<file path="src/rtl/pwr_pkg.sv">
package pwr_pkg;

  typedef enum logic [1:0] {
    PS_ACTIVE  = 2'd0,
    PS_STANDBY = 2'd1,
    PS_NAP     = 2'd2,
    PS_DOWN    = 2'd3
  } pwrState_t;

  // Kind of move; selects which delay the datapath loads.
  typedef enum logic [2:0] {
    DK_ACT_SBY = 3'd0,
    DK_ACT_NAP = 3'd1,
    DK_ACT_PD  = 3'd2,
    DK_SBY_NAP = 3'd3,
    DK_NAP_PD  = 3'd4,
    DK_UP_SBY  = 3'd5,
    DK_UP_NAP  = 3'd6,
    DK_UP_PD   = 3'd7
  } delayKind_t;

  typedef struct packed {
    logic       clrIdle;
    logic       incIdle;
    logic       loadTr;
    logic       decTr;
    delayKind_t kind;
  } ctlStrobe_t;

endpackage

</file>
<file path="src/rtl/pwr_counters.sv">
module pwr_counters
  import pwr_pkg::*;
#(
  parameter int THR_W     = 16,
  parameter int D_ACT_SBY = 1,
  parameter int D_ACT_NAP = 8,
  parameter int D_ACT_PD  = 8,
  parameter int D_SBY_NAP = 1,
  parameter int D_NAP_PD  = 1,
  parameter int D_UP_SBY  = 2,
  parameter int D_UP_NAP  = 12,
  parameter int D_UP_PD   = 1200
) (
  input  logic             clk,
  input  logic             rst_n,
  input  ctlStrobe_t       strb,
  input  pwrState_t        curState,
  input  logic [THR_W-1:0] thrActive,
  input  logic [THR_W-1:0] thrStandby,
  input  logic [THR_W-1:0] thrNap,
  output logic             idleAtThr,
  output logic             trLast
);

  function automatic int maxOf(input int a, input int b);
    return (a > b) ? a : b;
  endfunction

  localparam int MAX_D = maxOf(maxOf(maxOf(D_ACT_SBY, D_ACT_NAP), maxOf(D_ACT_PD, D_SBY_NAP)),
                               maxOf(maxOf(D_NAP_PD, D_UP_SBY), maxOf(D_UP_NAP, D_UP_PD)));
  localparam int TR_W  = $clog2(MAX_D + 1);

  function automatic logic [TR_W-1:0] dlyOf(input delayKind_t k);
    case (k)
      DK_ACT_SBY: return TR_W'(D_ACT_SBY);
      DK_ACT_NAP: return TR_W'(D_ACT_NAP);
      DK_ACT_PD:  return TR_W'(D_ACT_PD);
      DK_SBY_NAP: return TR_W'(D_SBY_NAP);
      DK_NAP_PD:  return TR_W'(D_NAP_PD);
      DK_UP_SBY:  return TR_W'(D_UP_SBY);
      DK_UP_NAP:  return TR_W'(D_UP_NAP);
      default:    return TR_W'(D_UP_PD);
    endcase
  endfunction

  logic [THR_W-1:0] idleCnt;
  logic [TR_W-1:0]  trCnt;
  logic [THR_W-1:0] thrSel;

  always_comb begin
    case (curState)
      PS_ACTIVE:  thrSel = thrActive;
      PS_STANDBY: thrSel = thrStandby;
      default:    thrSel = thrNap;
    endcase
  end

  assign idleAtThr = (curState != PS_DOWN) && (idleCnt == thrSel);
  assign trLast    = (trCnt == TR_W'(1));

  always_ff @(posedge clk or negedge rst_n) begin
    if (!rst_n) begin
      idleCnt <= '0;
    end else if (strb.clrIdle) begin
      idleCnt <= '0;
    end else if (strb.incIdle) begin
      idleCnt <= idleCnt + THR_W'(1);
    end
  end

  always_ff @(posedge clk or negedge rst_n) begin
    if (!rst_n) begin
      trCnt <= '0;
    end else if (strb.loadTr) begin
      trCnt <= dlyOf(strb.kind);
    end else if (strb.decTr) begin
      trCnt <= trCnt - TR_W'(1);
    end
  end


  dec_nonzero_chk: assert property (@(posedge clk) disable iff (!rst_n)
    strb.decTr |-> (trCnt != '0));


  tr_count_chk: assert property (@(posedge clk) disable iff (!rst_n)
    (strb.decTr && !trLast) |=> strb.decTr);

endmodule

</file>
<file path="src/rtl/pwr_fsm.sv">
module pwr_fsm
  import pwr_pkg::*;
(
  input  logic       clk,
  input  logic       rst_n,
  input  logic       req,
  input  logic       policyStatic,
  input  logic [1:0] staticTarget,
  input  logic       idleAtThr,
  input  logic       trLast,
  output ctlStrobe_t strb,
  output pwrState_t  curState,
  output logic       busy,
  output logic       grant
);

  pwrState_t curNext, destState, destNext;
  logic      busyNext;
  pwrState_t parkState;

  assign parkState = pwrState_t'(staticTarget);

  function automatic delayKind_t stepKind(input pwrState_t s);
    case (s)
      PS_ACTIVE:  return DK_ACT_SBY;
      PS_STANDBY: return DK_SBY_NAP;
      default:    return DK_NAP_PD;
    endcase
  endfunction

  function automatic delayKind_t wakeKind(input pwrState_t s);
    case (s)
      PS_STANDBY: return DK_UP_SBY;
      PS_NAP:     return DK_UP_NAP;
      default:    return DK_UP_PD;
    endcase
  endfunction

  function automatic delayKind_t exitKind(input pwrState_t s);
    case (s)
      PS_STANDBY: return DK_ACT_SBY;
      PS_NAP:     return DK_ACT_NAP;
      default:    return DK_ACT_PD;
    endcase
  endfunction

  always_comb begin
    strb.clrIdle = 1'b0;
    strb.incIdle = 1'b0;
    strb.loadTr  = 1'b0;
    strb.decTr   = 1'b0;
    strb.kind    = DK_ACT_SBY;
    curNext      = curState;
    busyNext     = busy;
    destNext     = destState;
    if (busy) begin
      strb.decTr = 1'b1;
      if (trLast) begin
        curNext      = destState;
        busyNext     = 1'b0;
        strb.clrIdle = 1'b1;
      end
    end else if (req) begin
      strb.clrIdle = 1'b1;
      if (curState != PS_ACTIVE) begin
        strb.loadTr = 1'b1;
        strb.kind   = wakeKind(curState);
        destNext    = PS_ACTIVE;
        busyNext    = 1'b1;
      end
    end else if (policyStatic) begin
      strb.clrIdle = 1'b1;
      if (curState != parkState) begin
        strb.loadTr = 1'b1;
        busyNext    = 1'b1;
        if (curState == PS_ACTIVE) begin
          strb.kind = exitKind(parkState);
          destNext  = parkState;
        end else if (curState < parkState) begin
          strb.kind = stepKind(curState);
          destNext  = pwrState_t'(curState + 2'd1);
        end else begin
          strb.kind = wakeKind(curState);
          destNext  = PS_ACTIVE;
        end
      end
    end else if (curState != PS_DOWN) begin
      if (idleAtThr) begin
        strb.loadTr = 1'b1;
        strb.kind   = stepKind(curState);
        destNext    = pwrState_t'(curState + 2'd1);
        busyNext    = 1'b1;
      end else begin
        strb.incIdle = 1'b1;
      end
    end
  end

  always_ff @(posedge clk or negedge rst_n) begin
    if (!rst_n) begin
      curState  <= PS_ACTIVE;
      destState <= PS_ACTIVE;
      busy      <= 1'b0;
    end else begin
      curState  <= curNext;
      destState <= destNext;
      busy      <= busyNext;
    end
  end

  assign grant = req && !busy && (curState == PS_ACTIVE);


  state_hold_chk: assert property (@(posedge clk) disable iff (!rst_n)
    (curState != $past(curState)) |-> ($past(busy) && !busy));


  wake_target_chk: assert property (@(posedge clk) disable iff (!rst_n)
    (curState < $past(curState)) |-> (curState == PS_ACTIVE));


  static_return_chk: assert property (@(posedge clk) disable iff (!rst_n)
    (policyStatic && staticTarget != 2'd0 && $past(grant) && !req) |=> busy);

endmodule

</file>
<file path="src/rtl/mem_power_ctl.sv">
module mem_power_ctl
  import pwr_pkg::*;
#(
  parameter int THR_W     = 16,
  parameter int D_ACT_SBY = 1,
  parameter int D_ACT_NAP = 8,
  parameter int D_ACT_PD  = 8,
  parameter int D_SBY_NAP = 1,
  parameter int D_NAP_PD  = 1,
  parameter int D_UP_SBY  = 2,
  parameter int D_UP_NAP  = 12,
  parameter int D_UP_PD   = 1200
) (
  input  logic             clk,
  input  logic             rst_n,
  input  logic             req,
  input  logic             policyStatic,
  input  logic [1:0]       staticTarget,
  input  logic [THR_W-1:0] thrActive,
  input  logic [THR_W-1:0] thrStandby,
  input  logic [THR_W-1:0] thrNap,
  output logic             grant,
  output logic [1:0]       stateCode,
  output logic             busyTransition
);

  ctlStrobe_t strb;
  pwrState_t  curState;
  logic       busy, idleAtThr, trLast;

  pwr_fsm u_fsm (
    .clk(clk), .rst_n(rst_n), .req(req), .policyStatic(policyStatic),
    .staticTarget(staticTarget), .idleAtThr(idleAtThr), .trLast(trLast),
    .strb(strb), .curState(curState), .busy(busy), .grant(grant)
  );

  pwr_counters #(
    .THR_W(THR_W), .D_ACT_SBY(D_ACT_SBY), .D_ACT_NAP(D_ACT_NAP), .D_ACT_PD(D_ACT_PD),
    .D_SBY_NAP(D_SBY_NAP), .D_NAP_PD(D_NAP_PD), .D_UP_SBY(D_UP_SBY),
    .D_UP_NAP(D_UP_NAP), .D_UP_PD(D_UP_PD)
  ) u_cnt (
    .clk(clk), .rst_n(rst_n), .strb(strb), .curState(curState),
    .thrActive(thrActive), .thrStandby(thrStandby), .thrNap(thrNap),
    .idleAtThr(idleAtThr), .trLast(trLast)
  );

  assign stateCode      = curState;
  assign busyTransition = busy;

endmodule

</file>
<file path="config.mk">
export PLATFORM = sky130hd
export DESIGN_NAME = mem_power_ctl
export DESIGN_NICKNAME = d
export VERILOG_FILES = /design/src/rtl/pwr_pkg.sv /design/src/rtl/pwr_counters.sv /design/src/rtl/pwr_fsm.sv /design/src/rtl/mem_power_ctl.sv
export SDC_FILE = /design/constraint.sdc
export NUM_CORES = 1
export LEC_CHECK = 0
export BUFFER_PORTS_ARGS = -buffer_cell sky130_fd_sc_hd__buf_2
export CAP_MARGIN = 20
export CORE_UTILIZATION = 51
export CTS_BUF_LIST = sky130_fd_sc_hd__clkbuf_16
export DETAILED_ROUTE_END_ITERATION = 10
export PLACE_DENSITY = 0.75
export RECOVER_POWER = 25
export SLEW_MARGIN = 20
export SYNTH_ARGS = -nofsm -noshare
export SYNTH_HDL_FRONTEND = slang
export SYNTH_SLANG_ARGS = --single-unit
</file>
<file path="constraint.sdc">
create_clock -name clk -period 3.7 [get_ports clk]
set_input_delay 0.74 -clock clk [delete_from_list [all_inputs] [get_ports clk]]
set_output_delay 0.74 -clock clk [all_outputs]
set_load 0.01 [all_outputs]
</file>
---- Word level (Yosys, flattened, before mapping) ----
Cells that the tools add are included.
operators by class
  bitwise gates (word level) .............. 1
  mux-type cells .......................... 47
  $add $sub $neg .......................... 3
  eq/ne operators ......................... 16
  reductions and logical operators ........ 15
  $lt $le $gt $ge ......................... 1
operators with widths
  kind                                                                     count
  11-bit case mux with 4 select lines                                      1
  16-bit 2-to-1 mux                                                        2
  16-bit case mux with 2 select lines                                      1
  3-bit 2-to-1 mux                                                         10
  11-bit 2-to-1 mux                                                        2
  2-bit 2-to-1 mux                                                         10
  1-bit 2-to-1 mux                                                         18
  16-bit by 1-bit adder with 16-bit output, second input constant          1
  16-bit == test                                                           1
  11-bit by 1-bit == test with 1-bit output, second input constant         1
  11-bit by 1-bit subtractor with 11-bit output, second input constant     1
  3-bit == test, second input constant                                     3
  2-bit case mux with 2 select lines                                       2
  3-bit by 2-bit == test with 1-bit output, second input constant          2
  3-bit case mux with 2 select lines                                       1
  2-bit nonzero test                                                       3
  3-bit nonzero test                                                       2
  5-bit AND reduction                                                      1
  2-bit by 1-bit == test with 1-bit output, second input constant          2
  2-bit == test, second input constant                                     2
  3-bit by 1-bit == test with 1-bit output, second input constant          1
  1-bit logical AND                                                        3
  3-bit zero test                                                          1
  3-bit by 2-bit inequality test with 1-bit output, second input constant  1
  11 further kinds                                                         11
storage, ports and cells
  bits of input ports ..................... 54
  register bits ........................... 32

---- Longest topological paths before layout ----
Gate-level depths: netlist of the first run.
  word-level depth ........................ 13
  mapped depth ............................ 15

---- Cells and area by module ----
A second synthesis of the first run with hierarchy kept.
unflattened totals
  cells, all modules ...................... 317
  area, all modules ....................... 2617.5 um^2
modules (own cells, without submodules)
  module        times used  cells an instance  area an instance (um^2)
  pwr_counters  1           247                2024.4
  pwr_fsm       1           70                 593.1

---- Worst setup path after synthesis of the first run ----
Ideal clock, no wire load.
  kind .................................... reg-to-reg
  from .................................... register u_fsm.curState[0]
  to ...................................... register u_cnt.trCnt[3]
  data arrival time ....................... 2.878 ns
  setup slack ............................. 0.681 ns
  required time ........................... 3.559 ns
  cell stages (with the launch flop) ...... 15
  library setup time ...................... 0.141 ns
  period minus slack after synthesis ...... 3.019 ns
  path buffers ............................ 3
  cell sequence ........................... dfrtp_1 > inv_1 > ha_1 > buf_6 > or2_1 > buf_6 > and4_4 > a311oi_2 > nand4_1 > a211oi_4 > nand3_2 > a221o_1 > buf_6 > a211oi_1 > a221oi_1
on the way
  cells in the longest elaborated chain, start to end .. 13
RTL lines
  what                                                                                line                source
  from (decl)                                                                         pwr_fsm.sv:12       output pwrState_t curState,
  from (signal assigned)                                                              pwr_fsm.sv:105      curState <= curNext;
  2-bit by 1-bit == test with 1-bit output / 2-bit zero test (equally long branches)  -
  16-bit case mux with 2 select lines                                                 pwr_counters.sv:51  case (curState)
  16-bit == test                                                                      pwr_counters.sv:58  assign idleAtThr = (curState != PS_DOWN) && (idleCnt == thrSel);
  1-bit logical AND                                                                   pwr_counters.sv:58
  3-bit 2-to-1 mux                                                                    pwr_fsm.sv:88       if (idleAtThr) begin
  3-bit 2-to-1 mux                                                                    pwr_fsm.sv:87       end else if (curState != PS_DOWN) begin
  3-bit 2-to-1 mux                                                                    pwr_fsm.sv:71       end else if (policyStatic) begin
  3-bit 2-to-1 mux                                                                    pwr_fsm.sv:63       end else if (req) begin
  3-bit 2-to-1 mux                                                                    pwr_fsm.sv:56       if (busy) begin
  3-bit by 2-bit == test with 1-bit output, or another cell as far along              pwr_counters.sv:34  case (k)
  3-bit OR reduction (no source line) / 2-bit OR reduction (equally long branches)    -
  11-bit case mux with 4 select lines                                                 pwr_counters.sv:34
  11-bit 2-to-1 mux                                                                   pwr_counters.sv:74  end else if (strb.loadTr) begin
  to (signal assigned)                                                                pwr_counters.sv:75  trCnt <= dlyOf(strb.kind);
  to (signal assigned)                                                                pwr_counters.sv:77  trCnt <= trCnt - TR_W'(1);
  to (decl)                                                                           pwr_counters.sv:47  logic [TR_W-1:0] trCnt;
Parallel ways exist; a longest one is shown, timed or not.
A chain may end at the register's enable or synchronous reset.

---- Worst setup path in the final report of the first run ----
  from .................................... register u_fsm.curState[1]
  to ...................................... register u_cnt.trCnt[3]
The elaborated chain is that of the path after synthesis.

==> results of run 1 <==
cells by family (layout without fill, tap and decap cells):
| family | Yosys count | in the layout | share of synthesized area, % |
|---|---|---|---|
| buffers and inverters | 40 | 95 | 7.09 |
| xor gates and xnor gates | 17 | 17 | 5.38 |
| and+or+nand+nor | 136 | 136 | 24.9 |
| AOI/OAI and AO/OA | 96 | 96 | 25.7 |
| DFF | 32 | 32 | 28.9 |
| muxes | 7 | 7 | 2.53 |
| adders and majority gates | 12 | 12 | 5.42 |
final cells by class:
type	count	area share [%]
inverters	23	2.65
flip-flops and latches	32	24.6
repair buffers	64	10.3
well taps	70	2.69
clock inverters	3	1.19
clock buffers	5	3.84
multi-input cells	268	54.7
placed cells by master (no fill, tap or decap), types with 8 or more instances in the layout:
cell      count
a211oi_1     10
a21oi_1      17
a221oi_1      8
and3_1        9
buf_2        56
dfrtp_1      32
ha_1         11
inv_1        23
nand2_1      34
nand3_1      13
nor2_1       32
nor3_1       14
o21ai_0      11
xnor2_1       9
xor2_1        8
power by group through the flow:
stage                     clock [mW]  sequential (mW)  combinational (mW)
after floorplan                    0            0.536               0.907
after global placement             0            0.560                1.12
after detailed placement           0            0.566                1.13
after CTS                      0.469            0.562                1.13
after global routing           0.484            0.581                1.28
final                          0.462            0.565                1.15
cells in the mapped netlist (3+ instances only):
cell type | instances | share of area (%)
or3_1 | 4 | 0.90
mux2i_1 | 7 | 2.5
a22oi_1 | 7 | 1.9
o211ai_1 | 3 | 0.81
o21a_1 | 5 | 1.4
nor3_1 | 14 | 2.5
nand4_1 | 3 | 0.68
nand2_1 | 34 | 4.6
o22ai_1 | 3 | 0.68
a21oi_1 | 17 | 3.1
a22o_1 | 3 | 0.95
buf_2 | 4 | 0.72
inv_1 | 22 | 3.0
nor2b_1 | 3 | 0.68
nand3_1 | 13 | 2.3
a211oi_1 | 10 | 2.7
a211o_1 | 4 | 1.3
a221o_1 | 4 | 1.4
xnor2_1 | 9 | 2.8
ha_1 | 12 | 5.4
buf_6 | 5 | 2.0
and3_1 | 9 | 2.0
xor2_1 | 8 | 2.5
a221oi_1 | 8 | 2.5
nor4_1 | 6 | 1.4
nor2_1 | 32 | 4.3
clkbuf_1 | 7 | 0.95
nand2b_1 | 3 | 0.68
o21ai_0 | 11 | 2.0
dfrtp_1 | 32 | 29
layer usage:
layer  wire length, um  share of wire [%]  track usage [%]
met2              3220                 43             42.0
met4               116                1.5             8.85
met3               451                6.0             5.03
met1              3700                 49             41.3
met5                 0                  0                0
metrics by stage:
| step | util, % | power (mW) | area (um2) | setup slack (ps) |
|---|---|---|---|---|
| after floorplan | - | 1.44 | 2770 | 681 |
| after global placement | 59.6 | 1.68 | 3080 | 354 |
| after detailed placement | 59.7 | 1.69 | 3090 | 187 |
| after CTS | 62.9 | 2.16 | 3250 | 177 |
| after global routing | 62.9 | 2.35 | 3250 | 33.0 |
| final | 62.9 | 2.17 | 3250 | 327 |
state kept, by name, indices dropped and copies added, names as in the netlist:
signal / count
u_cnt.idleCnt: 16
u_cnt.trCnt: 11
u_fsm.curState: 2
u_fsm.destState: 2
u_fsm.busy: 1
how the worst max path moves through the flow:
stage	slack (ps)	depth (start not counted)	startpoint	endpoint
3_5_place_dp	190	11	u_fsm.curState[0]$_DFFE_PN0P_	u_cnt.trCnt[3]$_DFFE_PN0P_
6_report	330	13	u_fsm.curState[1]$_DFFE_PN0P_	u_cnt.trCnt[3]$_DFFE_PN0P_
4_1_cts	180	11	u_fsm.curState[0]$_DFFE_PN0P_	u_cnt.trCnt[3]$_DFFE_PN0P_
5_1_grt	30	13	u_fsm.curState[1]$_DFFE_PN0P_	u_cnt.trCnt[3]$_DFFE_PN0P_
2_1_floorplan	680	14	u_fsm.curState[0]$_DFFE_PN0P_	u_cnt.trCnt[3]$_DFFE_PN0P_
3_3_place_gp	350	11	u_fsm.curState[0]$_DFFE_PN0P_	u_cnt.idleCnt[14]$_DFFE_PN0P_
repair_timing:
| action | 4_1_cts | 5_1_grt |
|---|---|---|
| setup endpoints to repair | 0 | 11 |
| gates resized for setup | 0 | 2 |
| endpoints found under the hold margin | 0 | 0 |
worst max-delay path: cells and delay by family (launching register included):
family,cells,cell delay (ps)
flip-flops,1,430
buffers and inverters,3,600
AND/OR/NAND/NOR,4,680
multiplexers,1,240
adder cells (fa/ha/maj),1,210
AO/OA/AOI/OAI,4,1050
==> impl_metrics.tcl, run 1 <==
set metrics [dict create \
    status "complete, but fails checks" \
    violations "max-capacitance violations, max-slew violations" \
    power_frac_seq_pct 26.0 \
    syn_area_per_cell_um2 8.14 \
    drive_gt1_share_pct 21.5 \
    worst_pin_slew_ps 1770 \
    grt_pass1_vias 2524 \
    syn_to_final_growth_pct 17.5 \
    clk_pin_slew_ps 50 \
    synth_edf_count 0 \
    grtUsageTotal_pct 28.1 \
    max-slew-margin-rel_pct -18.3 \
    ios 58 \
    core-area_mm2 0.00517 \
    ys_ff_latch 32 \
    finalWirelength_um 7500 \
    critical_path_class "reg -> reg" \
    die_y_um 75.7 \
    worstSetupStartpointType "flip-flop" \
    drc 0 \
    rows 26 \
    worstHoldStart "u_cnt.trCnt[6]$_DFFE_PN0P_" \
    initial_core_util_pct 53.5 \
    cts.sinks 32 \
    seqCellArea_um2 801 \
    finalClockSkew_ps 6.16 \
    r2r_end "u_cnt.trCnt[3]$_DFFE_PN0P_" \
    final_max_slew_viol_count 33 \
    final_nets 460 \
    holdPathStages 1 \
    synthFlopType "dfrtp_1" \
    cellInternalPower_mw 1.26 \
    fmax_mhz 296 \
    dr.pass1.iters 4 \
    rsz0062_at_grt "false" \
    clk_latency_ps 270 \
    slowest_stage "a221o_2" \
    vdd_drop_max_mv 0.495 \
    critPathMaxStageDelay_ps 470 \
    dp_hpwl_um 5700 \
    power.switching_mw 0.916 \
    r2r_slack_ps 330 \
    antenna_found_initial 0 \
    cts_tree "yes" \
    wl_per_cell_um 16.1 \
    power.density_mw_per_mm2 667 \
    cts_hold_buf 0 \
    cts_setup_buffers 0 \
    finalWeightedCongestion 0.934 \
    port_buffers 57 \
    min_path_type "reg -> reg" \
    path_cells "inv_1 -> ha_1 -> buf_4 -> nor2_2 -> buf_4 -> a221oi_1 -> mux2i_1 -> nand4_1 -> nor2_2 -> nand3_2 -> a221o_2 -> a211oi_1 -> a221oi_1" \
    synthDistinctLibCells 59 \
    fillers 459 \
    antenna_left 0 \
    setup_tns_ps 0 \
    arrival_ps 3490 \
    root_buffer "clkbuf_16" \
    die_w_um 75.7 \
    cp_max_fo 25 \
    diodes 0 \
    switching_share_pct 42.2 \
    crit_required_ps 3810 \
    dpl.cell_count 457 \
    dieArea_mm2 0.00573 \
    htreeDepth 2 \
    cts_made_buffers 5 \
    overflow 0 \
    multiInputGateArea_mm2 0.00178 \
    reg2reg_from "u_fsm.curState[1]$_DFFE_PN0P_" \
    grt_pass1_wl_um 12000 \
    seq_area_frac_synth_pct 28.9 \
    syn-instance-count 340 \
    min_period_ps 3370 \
    grt_max_degree 33 \
    final.period_utilization_pct 91.2 \
    end_kind "flip-flop" \
    yosys_warnings 0 \
    total_leakage_power_nw 1.49 \
    drv_cap 1 \
    setup_viol 0 \
    combinationalPowerShare_pct 52.7 \
    async_flop_share_pct 100 \
    via_count 2796 \
    viasPerCell 6.01 \
    clock_path_buffers 2 \
    syn-num-nets 406 \
    hold_viol 0 \
    first_iter_violations 200 \
    holdPathEnd "u_cnt.trCnt[6]$_DFFE_PN0P_" \
    whs_ps 484 \
    power_frac_clock_pct 21.3 \
    fin_cells 465 \
    synth.cell_area_mm2 0.00277 \
    r2r_cells 13 \
]
(Power assumes the default switching activity.)
==> run 2, diff against run 1 <==
Settings changed: CORE_ASPECT_RATIO set to 1.1.
==> run 2 against run 1 <==
Register-to-register slack gained 50 ps; cell count shrank 0.22%; the flow still finishes with violations (max-capacitance violations, max-slew violations); critical endpoint unchanged; flip-flop and latch count is the same.
==> impl_metrics.tcl, run 2 (same netlist as run 1, synthesis figures left out) <==
set metrics [dict create \
    setup_tns_ps 0 \
    via_count 2760 \
    clk_pin_slew_ps 50 \
    drc 0 \
    slowest_stage "a221o_1" \
    grtUsageTotal_pct 27.0 \
    dpl_cell_area_mm2 0.00307 \
    cts_setup_buffers 0 \
    core-area_mm2 0.00510 \
    arrival_ps 3460 \
    crit_required_ps 3830 \
    final_max_slew_viol_count 33 \
    cp_common_cell "a211oi_1" \
    cts_made_buffers 5 \
    dr.pass1.iters 4 \
    ios 58 \
    antenna_found_initial 0 \
    final_area_mm2 0.00322 \
    diodes 0 \
    syn_to_final_growth_pct 16.2 \
    min_path_type "reg -> reg" \
    final_nets 458 \
    rows 27 \
    fmax_mhz 301 \
    cp_max_fo 23 \
    layout_common_cells "buf_2 (56), nand2_1 (34), nor2_1 (32), dfrtp_1 (32), inv_1 (22)" \
    cts_resized 0 \
    status "complete, but fails checks" \
    dp_hpwl_um 5620 \
    root_buffer "clkbuf_16" \
    grt_max_degree 33 \
    largest_reg_flops 16 \
    overflow 0 \
    top_register "u_cnt.idleCnt" \
    path_cells "inv_1 -> ha_1 -> buf_4 -> a22oi_1 -> a211oi_1 -> nor4_1 -> nand4_1 -> nor2_2 -> nand3_2 -> a221o_1 -> a211oi_1 -> a221oi_1" \
    cts_tree "yes" \
    critPathMaxStageDelay_ps 480 \
    cts.sinks 32 \
    drv_cap 1 \
    violations "max-capacitance violations, max-slew violations" \
    viasPerCell 5.95 \
    die_y_um 79.3 \
    hold_viol 0 \
    cts_hold_buf 0 \
    fillers 473 \
    drive_gt1_share_pct 20.7 \
    finalWeightedCongestion 0.904 \
    end_kind "flip-flop" \
    wl_per_cell_um 15.9 \
    rsz0062_at_grt "false" \
    critical_path_class "reg -> reg" \
    grt_pass1_wl_um 12000 \
    total_leakage_power_nw 1.46 \
    dieArea_mm2 0.00573 \
    clock_path_buffers 2 \
    mostFrequentLayoutCell "buf_2" \
    finalWirelength_um 7380 \
    worst_pin_slew_ps 1860 \
    first_iter_violations 139 \
    min_period_ps 3330 \
    setup_viol 0 \
    max-slew-margin-rel_pct -23.7 \
    reg.largest.list "u_cnt.idleCnt: 16 flops, u_cnt.trCnt: 11 flops" \
    antenna_left 0 \
    die_w_um 72.3 \
    clk_latency_ps 270 \
    final.period_utilization_pct 89.9 \
    initial_core_util_pct 54.3 \
    vdd_drop_max_mv 0.445 \
    htreeDepth 2 \
    finalClockSkew_ps 2.29 \
    worstSetupStartpointType "flip-flop" \
    port_buffers 57 \
    power.density_mw_per_mm2 643 \
    grt_pass1_vias 2662 \
]
run 2: cell types whose count changed in the layout (fill, tap and decap cells not counted), sizes merged:
cell,previous run,this run
buf,63,61
bufinv,1,0
clkinv,2,3
inv,23,22
run 2: where the power goes:
| part | internal [mW] | switching, mW | total [mW] |
|---|---|---|---|
| combinational | 0.487 | 0.637 | 1.12 |
| sequential | 0.445 | 0.116 | 0.560 |
| clock | 0.240 | 0.144 | 0.384 |
run 2: path summary, 6_finish.rpt:
| kind | startpoint | to | slack, ps | cells past startpoint |
|---|---|---|---|---|
| max in group asynchronous | rst_n | u_cnt.idleCnt[8]$_DFFE_PN0P_ | 1660 | 1 |
| max | u_fsm.curState[1]$_DFFE_PN0P_ | u_cnt.trCnt[3]$_DFFE_PN0P_ | 370 | 12 |
| max reg2reg | u_fsm.curState[1]$_DFFE_PN0P_ | u_cnt.trCnt[3]$_DFFE_PN0P_ | 370 | 12 |
| min in group asynchronous | rst_n | u_fsm.curState[0]$_DFFE_PN0P_ | 960 | 1 |
| min reg2reg | u_cnt.trCnt[6]$_DFFE_PN0P_ | u_cnt.trCnt[6]$_DFFE_PN0P_ | 480 | 1 |
| min | u_cnt.trCnt[6]$_DFFE_PN0P_ | u_cnt.trCnt[6]$_DFFE_PN0P_ | 480 | 1 |
run 2: cell type report:
| class | count | area [um2] | share of cell area (%) |
|---|---|---|---|
| clock buffer | 5 | 125 | 3.89 |
| clock inverter | 2 | 7.51 | 0.233 |
| inverter | 23 | 86.3 | 2.68 |
| multi-input combinational | 268 | 1790 | 55.5 |
| sequential | 32 | 801 | 24.9 |
| tap | 72 | 90.1 | 2.80 |
| timing repair buffer | 62 | 322 | 10.0 |
run 2: per-layer routing:
layer | track usage (%) | vias to the layer above | wire length [um]
met1 | 31.0 | 1319 | 3160
met4 | 7.65 | 0 | 119
met3 | 4.44 | 11 | 329
met5 | 0 | - | 0
met2 | 50.7 | 74 | 3770
li1 | - | 1356 | -
run 2: worst max-delay path: cells and delay by family (launching register included):
kind	cells	cell delay, ps
buffers and inverters	2	350
flip-flops	1	410
AO/OA/AOI/OAI	5	1190
AND/OR/NAND/NOR	4	980
adder cells (fa/ha/maj)	1	230
run 2: per-stage QoR:
step / hold WS (ps) / power [mW] / worst slack [ps] / utilization (%) / instances
floorplan: 444 / 1.44 / 681 / - / 340
global placement: 469 / 1.64 / 270 / 60.2 / 457
detailed placement: 471 / 1.66 / 210 / 60.2 / 457
CTS: 483 / 2.05 / 183 / 62.8 / 464
global route: 516 / 2.22 / 31.0 / 63.1 / 464
finish: 483 / 2.07 / 372 / 63.1 / 464
